===== src/rtl/booth_pkg.sv =====
package booth_pkg;

    // Action chosen from the current/previous multiplier bit pair
    typedef enum logic [1:0] {
        OP_HOLD = 2'd0,
        OP_ADD  = 2'd1,
        OP_SUB  = 2'd2
    } booth_op_e;

    typedef enum logic {
        ST_IDLE = 1'b0,
        ST_RUN  = 1'b1
    } run_state_e;

    // Strobes from the sequencer to the datapath
    typedef struct packed {
        logic load;
        logic step;
    } dp_ctrl_t;

    function automatic booth_op_e recode(input logic cur_bit, input logic prev_bit);
        booth_op_e op;
        case ({cur_bit, prev_bit})
            2'b01:   op = OP_ADD;
            2'b10:   op = OP_SUB;
            default: op = OP_HOLD;
        endcase
        return op;
    endfunction

endpackage


===== src/rtl/booth_step.sv =====
module booth_step
    import booth_pkg::*;
#(
    parameter int W = 8
) (
    input  logic [W:0]   acc,
    input  logic [W-1:0] y,
    input  logic         cur_bit,
    input  logic         prev_bit,
    output logic [W:0]   sum
);
    localparam int AW = W + 1;

    logic [AW-1:0] y_ext;
    booth_op_e     op;

    always_comb begin
        y_ext = {y[W-1], y};
        op    = recode(cur_bit, prev_bit);
        case (op)
            OP_ADD:  sum = acc + y_ext;
            OP_SUB:  sum = acc + (~y_ext) + AW'(1);
            default: sum = acc;
        endcase
    end
endmodule


===== src/rtl/booth_ctrl.sv =====
module booth_ctrl
    import booth_pkg::*;
#(
    parameter int W = 8
) (
    input  logic     clk,
    input  logic     rst,
    input  logic     start,
    output dp_ctrl_t ctl,
    output logic     busy,
    output logic     done
);
    localparam int CW = $clog2(W + 1);

    run_state_e    state_q;
    logic [CW-1:0] cnt_q;
    logic          done_q;

    always_comb begin
        ctl.load = (state_q == ST_IDLE) && start;
        ctl.step = (state_q == ST_RUN);
        busy     = (state_q == ST_RUN);
        done     = done_q;
    end

    always_ff @(posedge clk) begin
        if (rst) begin
            state_q <= ST_IDLE;
            cnt_q   <= '0;
            done_q  <= 1'b0;
        end else begin
            done_q <= 1'b0;
            case (state_q)
                ST_IDLE: begin
                    if (start) begin
                        state_q <= ST_RUN;
                        cnt_q   <= CW'(W);
                    end
                end
                default: begin
                    cnt_q <= cnt_q - CW'(1);
                    if (cnt_q == CW'(1)) begin
                        state_q <= ST_IDLE;
                        done_q  <= 1'b1;
                    end
                end
            endcase
        end
    end
endmodule


===== src/rtl/booth_dp.sv =====
module booth_dp
    import booth_pkg::*;
#(
    parameter int W = 8
) (
    input  logic           clk,
    input  logic           rst,
    input  dp_ctrl_t       ctl,
    input  logic [W-1:0]   mcand,
    input  logic [W-1:0]   mplier,
    output logic [2*W-1:0] product
);
    logic [W-1:0] y_q;     // captured multiplicand
    logic [W:0]   hi_q;    // upper accumulator, one guard bit
    logic [W-1:0] lo_q;    // lower half, fills with product bits
    logic [W-1:0] rot_q;   // rotating multiplier copy
    logic         prev_q;  // bit examined on the previous step
    logic [W:0]   sum;

    booth_step #(.W(W)) u_step (
        .acc      (hi_q),
        .y        (y_q),
        .cur_bit  (rot_q[0]),
        .prev_bit (prev_q),
        .sum      (sum)
    );

    always_ff @(posedge clk) begin
        if (rst) begin
            y_q    <= '0;
            hi_q   <= '0;
            lo_q   <= '0;
            rot_q  <= '0;
            prev_q <= 1'b0;
        end else if (ctl.load) begin
            y_q    <= mcand;
            hi_q   <= '0;
            lo_q   <= '0;
            rot_q  <= mplier;
            prev_q <= 1'b0;
        end else if (ctl.step) begin
            hi_q   <= {sum[W], sum[W:1]};
            lo_q   <= {sum[0], lo_q[W-1:1]};
            rot_q  <= {rot_q[0], rot_q[W-1:1]};
            prev_q <= rot_q[0];
        end
    end

    assign product = {hi_q[W-1:0], lo_q};
endmodule


===== src/rtl/booth_seq_mul.sv =====
module booth_seq_mul
    import booth_pkg::*;
#(
    parameter int W = 8
) (
    input  logic           clk,
    input  logic           rst,
    input  logic           start,
    input  logic [W-1:0]   mcand,
    input  logic [W-1:0]   mplier,
    output logic           busy,
    output logic           done,
    output logic [2*W-1:0] product
);
    dp_ctrl_t ctl;

    booth_ctrl #(.W(W)) u_ctrl (
        .clk   (clk),
        .rst   (rst),
        .start (start),
        .ctl   (ctl),
        .busy  (busy),
        .done  (done)
    );

    booth_dp #(.W(W)) u_dp (
        .clk     (clk),
        .rst     (rst),
        .ctl     (ctl),
        .mcand   (mcand),
        .mplier  (mplier),
        .product (product)
    );
endmodule


===== config.mk =====
export PLATFORM = sky130hd
export DESIGN_NAME = booth_seq_mul
export DESIGN_NICKNAME = d
export VERILOG_FILES = /design/src/rtl/booth_pkg.sv /design/src/rtl/booth_step.sv /design/src/rtl/booth_ctrl.sv /design/src/rtl/booth_dp.sv /design/src/rtl/booth_seq_mul.sv
export SDC_FILE = /design/constraint.sdc
export NUM_CORES = 1
export LEC_CHECK = 0
export BUFFER_PORTS_ARGS = -buffer_cell sky130_fd_sc_hd__buf_2
export CAP_MARGIN = 20
export CORE_UTILIZATION = 30
export DETAILED_ROUTE_END_ITERATION = 12
export HOLD_SLACK_MARGIN = 0.15
export SLEW_MARGIN = 5
export SYNTH_ARGS = -nofsm -noshare
export SYNTH_HDL_FRONTEND = slang
export SYNTH_SLANG_ARGS = --single-unit

===== constraint.sdc =====
create_clock -name clk -period 2.6 [get_ports clk]
set_clock_uncertainty 0.1 [all_clocks]
set_input_delay 0.39 -clock clk [delete_from_list [all_inputs] [get_ports clk]]
set_output_delay 0.39 -clock clk [all_outputs]
set_load 0.005 [all_outputs]

Word-level counts from Yosys, hierarchy flattened
Cells that the tools add are included.
- logic and storage cells: 34
- output and inout port bits: 18
- input port bits: 19
- register bits: 39
- bitwise operators: 2
- add/subtract/negate cells: 4
- multiplexer cells: 10
- reductions and logical operators: 5
- eq/ne operators: 5
- operator list (kind ; number):
    one-hot mux 9 bit (2 select lines) ; 1
    2-to-1 mux 8 bit ; 2
    adder 8 x 8 -> 9 bit ; 1
    adder 9 x 1 -> 9 bit, second input constant ; 1
    adder 9 bit ; 1
    NOT 9 bit ; 1
    2-to-1 mux 4 bit ; 2
    equality test 2 x 1 -> 1 bit, second input constant ; 2
    equality test 2 bit, second input constant ; 2
    equality test 4 x 1 -> 1 bit, second input constant ; 1
    2-to-1 mux 1 bit ; 4
    one-hot mux 2 bit (2 select lines) ; 1
    nonzero test 2 bit ; 2
    OR reduction 2 bit ; 2
    subtractor 4 x 1 -> 4 bit, second input constant ; 1
    logical AND 1 bit ; 1
    NOT 1 bit ; 1

Longest topological paths before layout
- depth in word-level cells: 4
- mapped depth: 10
- gate-level depth less buffers: 10

Hierarchy
From an unflattened synthesis, not the netlist that was laid out.
- cells, all modules: 302
- area total of the unflattened synthesis: 2666.3 um2
- modules (own cells, without submodules) (module ; area each (um2) ; cells each ; instances ; seq. area each (um2)):
    booth_dp ; 1338.8 ; 118 ; 1 ; 660.6
    booth_step ; 1034.7 ; 152 ; 1 ; 0.0
    booth_ctrl ; 292.8 ; 32 ; 1 ; 120.1

Worst setup path before layout
No wires, ideal clock.
- kind: reg2reg
- start point: register u_dp.hi_q[0]
- end point: register, netlist name u_dp.hi_q[7]
- slack: 0.360 ns
- data required time: 2.414 ns
- stages on the path, launching flop included: 11
- period minus slack after synthesis: 2.240 ns
- path buffers: 0
- arrival time: 2.054 ns
- cells stage by stage: dfxtp_1 > inv_1 > ha_1 > inv_1 > fa_1 > a21o_1 > a21oi_2 > o21ai_2 > a2111oi_4 > o21ai_1 > a221oi_2
- word-level cells in the longest chain between the ends: 3
- ends and longest elaborated chain (what ; RTL line ; text):
    start: declaration ; booth_dp.sv:14 ; logic [W:0] hi_q;
    start signal: assignment ; booth_dp.sv:42 ; hi_q <= {sum[W], sum[W:1]};
    adder 9 bit ; booth_step.sv:22 ; OP_SUB: sum = acc + (~y_ext) + AW'(1);
    adder 9 x 1 -> 9 bit ; booth_step.sv:22 ;
    one-hot mux 9 bit (2 select lines) (*) ; booth_step.sv:20 ; case (op)
Mark *: on every way between the ends. The rest lies on a longest branch, timed or not.
A chain may end at the register's enable or synchronous reset.

Worst setup path after layout
- start point: register u_dp.hi_q[0]
- end point: register, netlist name u_dp.hi_q[7]
- word-level cells in the longest chain between the ends: 3
- ends and longest elaborated chain (what ; RTL line):
    adder 9 bit ; booth_step.sv:22
    adder 9 x 1 -> 9 bit ; booth_step.sv:22
    one-hot mux 9 bit (2 select lines) (*) ; booth_step.sv:20
Marks and branches as above.

==> flow_metrics.tcl <==
set metrics [dict create \
    status "finished clean" \
    pwr-share-clk_pct 35.9 \
    cts_resized 0 \
    critPathArrivalTime_ns 2.51 \
    instances_no_fill 424 \
    yosys_warnings 0 \
    antenna_cells 0 \
    min_from "mcand[2]" \
    clock_sinks 39 \
    drive_gt1_share_pct 16.6 \
    r2r-start "u_dp.hi_q[0]" \
    place_congestion 0.815 \
    hold_violations 0 \
    routedWlPerCell_um 13.0 \
    crit_path_end_kind "register" \
    routed_wl_um 5510 \
    drv_slew 0 \
    p_sw_w 0.000444 \
    rows 31 \
    insertion_delay_ns 0.30 \
    peakVddDrop_mv 0.254 \
    r2r-end "u_dp.hi_q[7]" \
    power_density_mw_per_mm2 555 \
    first_pass_iters 4 \
    ys.flop_type "dfxtp_1" \
    dp_hpwl_um 4070 \
    num_vias 2068 \
    synth_edf_count 0 \
    start_util_pct 31.8 \
    grt_pass1_wl_um 9340 \
    rr_worst_depth 10 \
    ant_nets 0 \
    htree_levels 2 \
    cts_setup_buffers 0 \
    cts_max_path_buffers 2 \
    avgSynthCellArea_sq_um 8.07 \
    p_int_w 0.00108 \
    setup_viol_count_final 0 \
    drtIter0Drc 153 \
    hold_buffers 0 \
    drc 0 \
    synth.cell_area_sq_mm 0.00236 \
    synth_seq_area_share_pct 33.1 \
    tightest_slew_ns 0.647 \
    leakage_nw 1.20 \
    final.min_clock_period_ns 2.40 \
    layout_common_cells "nor2_1 (38), dfxtp_1 (38), buf_2 (36), a21oi_1 (33), nand2_1 (27)" \
    cts.reportedPaths.clkPinSlew_ns 0.09 \
    min_to "u_dp.y_q[2]" \
    vias_per_cell 4.88 \
    combPwrFrac_pct 21.2 \
    crit_path_start_kind "register" \
    die_area_sq_mm 0.00822 \
    path_class "reg -> reg" \
    max_cap_viol_count 0 \
    ios 37 \
    grt_max_degree 51 \
    netlist-cell-type-count 45 \
    root_buffer "clkbuf_8" \
    port_buffers 36 \
    placed_cells 416 \
    die_h_um 90.6 \
    die_x_um 90.6 \
    switching_share_pct 29.1 \
    syn-num-nets 333 \
    cp_max_fo 5 \
    tns_ns 0 \
    areaGrowthSynthToFinish_pct 16.7 \
    crit_required_ns 2.70 \
    track_usage_pct 13.8 \
    finalCritPeriodShare_pct 92.5 \
    holdPathStages 3 \
    synthCells 292 \
    seqPwrFrac_pct 42.9 \
    min_path_type "in -> reg" \
    cp-startpoint "u_dp.hi_q[0]" \
    clock.fmax_ghz 0.416 \
    antenna_found_initial 0 \
    relSlewSlack_pct 56.8 \
    ff2ff_setup_slack_ns 0.20 \
    grt_pass1_vias 1947 \
    synthArstFlopShare_pct 0 \
    core_sq_mm 0.00741 \
    grt_remaining_overflow 0 \
    cts_tree "built" \
    rsz0062_at_grt "no" \
    finalNetCount 365 \
    cts_buffers 5 \
    synth_seq_cells 39 \
]
-- metal layers --
layer / vias to the layer above / global-route usage (%) / share of wire (%)
met2: 38 / 23.0 / 46
met1: 953 / 18.0 / 48
met3: 5 / 3.03 / 4.5
li1: 1072 / - / -
met5: - / 0 / 0
met4: 0 / 3.23 / 1.0
-- layout make-up --
| cell class | count | area (sq um) |
|---|---|---|
| clock buffers | 6 | 82.6 |
| clock inverters | 2 | 38.8 |
| fillers | 779 | 4660 |
| inverters | 25 | 93.8 |
| multi-input cells | 214 | 1430 |
| flip-flops and latches | 39 | 782 |
| well taps | 99 | 124 |
| repair buffers | 39 | 203 |
-- flip-flops by register name, summed over array words and instances (netlist names) --
name and cells:
u_dp.hi_q 8, u_dp.rot_q 8, u_ctrl.cnt_q 4, u_ctrl.busy 1
u_dp.y_q 8, u_dp.lo_q 8, u_ctrl.done 1, u_dp.prev_q 1
-- stage by stage --
stage               power [W]  instance area [sq um]  hold WS [ns]  setup WS, ns  utilization [%]
floorplan            0.000911                   2360         0.351         0.360                -
global placement     0.000985                   2630         0.362         0.286             35.5
detailed placement   0.000992                   2630         0.371         0.225             35.5
CTS                   0.00154                   2750         0.219         0.199             37.1
global route          0.00161                   2750         0.219        0.0634             37.1
finish                0.00153                   2750         0.222         0.196             37.1
-- how the worst max path moves through the flow --
| stage | endpoint | slack (ns) | cells after the start |
|---|---|---|---|
| after floorplan | u_dp.hi_q[7] | 0.36 | 10 |
| final | u_dp.hi_q[7] | 0.20 | 10 |
| after global placement | u_dp.hi_q[7] | 0.29 | 10 |
| after detailed placement | u_dp.hi_q[7] | 0.22 | 10 |
| after global routing | u_dp.hi_q[7] | 0.06 | 10 |
| after CTS | u_dp.hi_q[7] | 0.20 | 10 |
-- synth_stat cells, drive strengths merged, types with 2 or more instances --
| cell | instances | area share, % |
|---|---|---|
| nor3 | 6 | 1.3 |
| o21ai | 18 | 4.0 |
| nor2 | 39 | 6.3 |
| dfxtp | 39 | 33 |
| a21oi | 34 | 7.4 |
| a221oi | 4 | 1.8 |
| inv | 25 | 4.0 |
| buf | 2 | 0.37 |
| o311a | 2 | 0.85 |
| mux2i | 17 | 7.2 |
| ha | 20 | 11 |
| nor2b | 6 | 1.6 |
| xnor2 | 2 | 0.74 |
| clkbuf | 12 | 2.0 |
| or3 | 3 | 0.80 |
| a211oi | 5 | 1.6 |
| o31a | 2 | 0.74 |
| nand2 | 27 | 4.3 |
| fa | 2 | 1.7 |
| nand2b | 7 | 1.9 |
| xor2 | 2 | 0.74 |
| a31oi | 3 | 0.80 |
-- critical path, stage by stage, from the launching register on --
cell and delay [ns]:
dfxtp_1 0.35, inv_1 0.07, ha_1 0.15, inv_1 0.06
fa_1 0.39, a21o_1 0.18, a21oi_2 0.19, o21ai_2 0.12
a2111oi_4 0.34, o21ai_1 0.12, a221oi_2 0.24
-- kinds of logic (layout without fill, tap and decap cells) --
logic type                 Yosys count  count (layout)  synth area share [%]
AOI/OAI and AO/OA                   80              80                  22.6
and+or+nand+nor                     91              91                  16.9
DFF                                 39              39                  33.1
muxes                               17              17                  7.22
adders and majority gates           22              22                  12.3
buffers and inverters               39              72                  6.32
xor gates and xnor gates             4               4                  1.49
-- power groups by stage --
stage	sequential [W]	clock (W)	combinational, W
3_3_place_gp	0.000668	0	0.000317
2_1_floorplan	0.000665	0	0.000246
5_1_grt	0.000661	0.000589	0.000364
6_report	0.000655	0.000547	0.000323
3_5_place_dp	0.000669	0	0.000323
4_1_cts	0.000656	0.000561	0.000324
Power figures use the tool's default switching activity.
